$ cat config.mk
export PLATFORM = sky130hd
export DESIGN_NAME = dfc_ctrl
export DESIGN_NICKNAME = d
export VERILOG_FILES = /design/src/rtl/dfc_pkg.sv /design/src/rtl/dfc_settle_timer.sv /design/src/rtl/dfc_fault_combine.sv /design/src/rtl/dfc_ctrl.sv
export SDC_FILE = /design/constraint.sdc
export NUM_CORES = 1
export LEC_CHECK = 0
export BUFFER_PORTS_ARGS = -buffer_cell sky130_fd_sc_hd__buf_2
export CAP_MARGIN = 20
export CORE_MARGIN = 5
export CORE_UTILIZATION = 59
export DETAILED_ROUTE_END_ITERATION = 6
export PLACE_DENSITY = 0.89
export SYNTH_ARGS = -nofsm -noshare
export SYNTH_HDL_FRONTEND = slang
export SYNTH_HIERARCHICAL = 1
export SYNTH_SLANG_ARGS = --single-unit
$ cat constraint.sdc
create_clock -name clk -period 2.65 [get_ports clk]
set_input_delay 0.53 -clock clk [delete_from_list [all_inputs] [get_ports clk]]
set_output_delay 0.53 -clock clk [all_outputs]
set_load 0.1 [all_outputs]
$ cat src/rtl/dfc_pkg.sv
package dfc_pkg;
   localparam int NSRC     = 2;
   localparam int SRC_LOS  = 0;
   localparam int SRC_TERM = 1;

   typedef enum logic {
      LOS_ACT_OFFSET = 1'b0,
      LOS_ACT_MUTE   = 1'b1
   } los_act_e;
endpackage

$ cat src/rtl/dfc_settle_timer.sv
module dfc_settle_timer #(
   parameter int SETTLE_CYCLES = 200_000
) (
   input  logic clk,
   input  logic rst_n,
   input  logic run_i,
   output logic done_o
);
   localparam int CNT_W = $clog2(SETTLE_CYCLES + 1);
   localparam logic [CNT_W-1:0] LIMIT = CNT_W'(SETTLE_CYCLES);

   initial begin
      if (SETTLE_CYCLES < 1) $error("SETTLE_CYCLES must be at least 1");
   end

   logic [CNT_W-1:0] cnt_q;

   always_ff @(posedge clk or negedge rst_n) begin
      if (!rst_n)             cnt_q <= '0;
      else if (!run_i)        cnt_q <= '0;
      else if (cnt_q != LIMIT) cnt_q <= cnt_q + 1'b1;
   end

   assign done_o = (cnt_q == LIMIT);
endmodule

$ cat src/rtl/dfc_fault_combine.sv
module dfc_fault_combine #(
   parameter int NSRC = 2
) (
   input  logic            clk,
   input  logic            rst_n,
   input  logic [NSRC-1:0] evt_i,
   input  logic [NSRC-1:0] mask_i,
   input  logic            clr_i,
   output logic            fault_oe_o,
   output logic [NSRC-1:0] sticky_o
);
   initial begin
      if (NSRC < 1) $error("NSRC must be at least 1");
   end

   logic [NSRC-1:0] live;

   for (genvar g = 0; g < NSRC; g++) begin : g_src
      assign live[g] = evt_i[g] & ~mask_i[g];

      always_ff @(posedge clk or negedge rst_n) begin
         if (!rst_n) sticky_o[g] <= 1'b0;
         else        sticky_o[g] <= (sticky_o[g] & ~clr_i) | evt_i[g];
      end
   end

   assign fault_oe_o = |live;
endmodule

$ cat src/rtl/dfc_ctrl.sv
module dfc_ctrl
   import dfc_pkg::*;
#(
   parameter int SETTLE_CYCLES = 200_000
) (
   input  logic clk,
   input  logic rst_n,
   input  logic sig_present_i,
   input  logic term_bad_i,
   input  logic en_pin_i,
   input  logic sdhd_pin_i,
   input  logic cfg_mask_los_i,
   input  logic cfg_mask_term_i,
   input  logic cfg_los_mute_i,
   input  logic cfg_los_link_i,
   input  logic cfg_sdhd_i,
   input  logic stat_clr_i,
   output logic fault_oe_o,
   output logic stat_los_o,
   output logic stat_term_o,
   output logic drv_en_o,
   output logic slew_slow_o,
   output logic los_offset_o,
   output logic mute_o
);
   logic            loss;
   logic            settled;
   logic            term_ok;
   los_act_e        los_act;
   logic [NSRC-1:0] evt;
   logic [NSRC-1:0] mask;
   logic [NSRC-1:0] sticky;

   assign loss     = ~sig_present_i;
   assign drv_en_o = en_pin_i & ~(cfg_los_link_i & loss);

   dfc_settle_timer #(.SETTLE_CYCLES(SETTLE_CYCLES)) u_settle (
      .clk    (clk),
      .rst_n  (rst_n),
      .run_i  (drv_en_o),
      .done_o (settled)
   );

   assign term_ok = term_bad_i & drv_en_o & settled;

   assign evt[SRC_LOS]   = loss;
   assign evt[SRC_TERM]  = term_ok;
   assign mask[SRC_LOS]  = cfg_mask_los_i;
   assign mask[SRC_TERM] = cfg_mask_term_i;

   dfc_fault_combine #(.NSRC(NSRC)) u_comb (
      .clk        (clk),
      .rst_n      (rst_n),
      .evt_i      (evt),
      .mask_i     (mask),
      .clr_i      (stat_clr_i),
      .fault_oe_o (fault_oe_o),
      .sticky_o   (sticky)
   );

   assign stat_los_o  = sticky[SRC_LOS];
   assign stat_term_o = sticky[SRC_TERM];

   assign los_act      = los_act_e'(cfg_los_mute_i);
   assign mute_o       = loss & (los_act == LOS_ACT_MUTE);
   assign los_offset_o = loss & (los_act == LOS_ACT_OFFSET);

   assign slew_slow_o = sdhd_pin_i | cfg_sdhd_i;
endmodule

==> qor.txt <==
outcome: finished clean
Slew HR: 67.3%
simple-gate share of the synthesized area: 31.2%
Initial Util: 60.7%
DR WL met3: 129 µm
HP Class: input port to asynchronous set/reset pin
DR vias/cell: 5.74
final design area excluding fillers: 0.00134 mm²
final routed DRC violation total: 0
CTS max path bufs: 2
Post-synth EDFFs: 0
Fin Clk Skew: 0.00270 ns
Synth cell types: 35
Most used DFF post-synth: dfrtp_1
layout cells sized above 1: 25.9%
most common cell after layout, fill and taps aside: dfrtp_1
multiplexer share of the synthesized area: 1.71%
Die Wd: 54.5 µm
Layout Utilization: 69.5%
CTS tree: yes
Initial DRC Count: 39
Synth Area in Compound Gates: 7.93%
global-route wire length before repair: 4150 µm
IO Pins: 19
CP Class: flip-flop to output pin
Inst Count DP: 163
Req. time, crit path: 2.12 ns
pwr dens: 404 mW/mm²
setup TNS: 0 ns
FMAX: 399 MHz
Post-DRT Antenna Nets: 0
WL met1: 989 µm
final-report max-slew violation count: 0
synthesis warning total: 6
H-Tree Depth: 1
clock latency on the worst-skew pair: 0.29 ns
overall routing resource usage: 19.3%
chip height: 54.5 µm
CP endpoint kind: output pin
Setup violations, final: 0
Post-Syn Area: 0.00117 mm²
core area: 0.00192 mm²
CP arrival: 1.98 ns
Routed WL: 2460 µm
Rows: 16
Syn Nets: 134
endpoints failing hold: 0
initial antenna violation count: 0
total grt overflow: 0
CTS Buf Count: 3
met2 WL: 1300 µm
Area Overhead vs Synth: 14.5%
ys async rst share: 100%
dpl cell area: 0.00129 mm²
Vias: 953
Syn Inst Count: 120
VDD IR max: 0.325 mV
Final Instance Count excl. Fillers: 166
largest family of logic cells by synthesized area: simple AND/OR/NAND/NOR gates
largest net degree at the start of global routing: 21
area of the die: 0.00297 mm²
critical path fanouts, max: 7
CTS sink cnt: 20
leak pwr: 0.595 nW
sequential fraction of the synthesis area: 42.9%
Worst-path clk slew: 0.10 ns
Synth Area in Adders: 2.14%
clk root buf: clkbuf_4
highest routed layer: met4
final worst path period share: 94.6%
nets: 155
max_cap viols: 0
commonest non-fill, non-tap cells in the layout: 20 x dfrtp_1, 17 x buf_2, 15 x nor2_1
RSZ-0062 raised after global routing: no
Synth Area in XOR/XNOR: 9.00%
ant diodes: 0
Least-Margin Pin Slew: 0.490 ns
DRT Pass-1 Iters: 4
HPWL Detailed: 1930 µm
Worst setup SP type: flip-flop
minimum clock period: 2.51 ns
vias in the first global route: 942
Final Wtd Congestion: 0.856
synthesized area per cell: 9.73 µm²
# port buffers: 18
synthesized flop and latch total: 20
routed len/inst: 14.8 µm
## synthesized netlist by cell type (2+ instances only)
master     n  share of area (%)
dfrtp_1   20                 43
nor2_1    15                4.8
inv_1     12                3.9
xnor2_1    9                6.8
nand2_1    8                2.6
nand3_1    8                3.4
nor3_1     8                3.4
nor4_2     3                3.2
xor2_1     3                2.3
a21o_1     2                1.3
a21oi_1    2               0.86
and4bb_2   2                2.1
ha_1       2                2.1
mux2i_1    2                1.7
nand2b_1   2                1.1
nand4_1    2                1.1
o211ai_1   2                1.3
## final timing paths
kind | startpoint | end | slack (ns) | cells past startpoint
max in group asynchronous | rst_n | u_settle/cnt_q[17] | 2.19 | 1
min reg2reg | u_comb/sticky_o[0] | u_comb/sticky_o[0] | 0.49 | 1
min | rst_n | u_settle/cnt_q[12] | 0.16 | 1
max | u_settle/cnt_q[0] | fault_oe_o | 0.14 | 8
max reg2reg | u_settle/cnt_q[2] | u_settle/cnt_q[17] | 0.94 | 4
min in group clk | u_comb/sticky_o[0] | u_comb/sticky_o[0] | 0.49 | 1
## critical path, stage by stage, from the launching register on
cell and delay, ns:
dfrtp_1 0.48, inv_1 0.11, ha_1 0.19, nand2_1 0.08, nor3_2 0.17, o2111a_1 0.23, inv_1 0.06, o22ai_2 0.16
buf_12 0.20
## per-layer routing
layer | vias to the layer above | GRT usage (%)
li1 | 453 | -
met1 | 463 | 24.7
met2 | 33 | 33.9
met3 | 4 | 2.72
met4 | 0 | 4.56
met5 | - | 0
## power breakdown
part	switching, mW	internal (mW)
clock network	0.0834	0.0529
logic	0.0670	0.0216
registers	0.00597	0.309
total	0.156	0.383
## cell type report
| cell class | count | area, µm² |
|---|---|---|
| clock buffers | 3 | 22.5 |
| fillers | 148 | 586 |
| inverters | 12 | 45.0 |
| multi-input cells | 86 | 629 |
| flip-flops and latches | 20 | 500 |
| well taps | 27 | 33.8 |
| repair buffers | 18 | 105 |
## per-stage QoR
stage,hold slack (ns),power [mW],setup slack [ns]
after floorplan,0.234,0.378,0.0505
after global placement,0.458,0.405,0.445
after detailed placement,0.470,0.409,0.326
after CTS,0.175,0.543,0.0590
after global routing,0.189,0.563,0.0176
final,0.161,0.539,0.143
## logic make-up (layout without fill, tap and decap cells)
logic type      after synthesis  in the layout
simple gates                 58             58
flops                        20             20
buf+inv                      14             33
compound gates               12             12
xor+xnor                     12             12
fa+ha+maj                     2              2
mux                           2              2
## registers in the layout, indices dropped and copies added (netlist names)
name / flops
u_comb/sticky_o: 2
u_settle/cnt_q: 18
## what timing repair did
item,in CTS,in global routing
buffers inserted,0,0
pin swaps,0,1
setup endpoints to repair,1,1
hold buffers,0,0
resized for setup,1,2
Power figures use the tool's default switching activity.
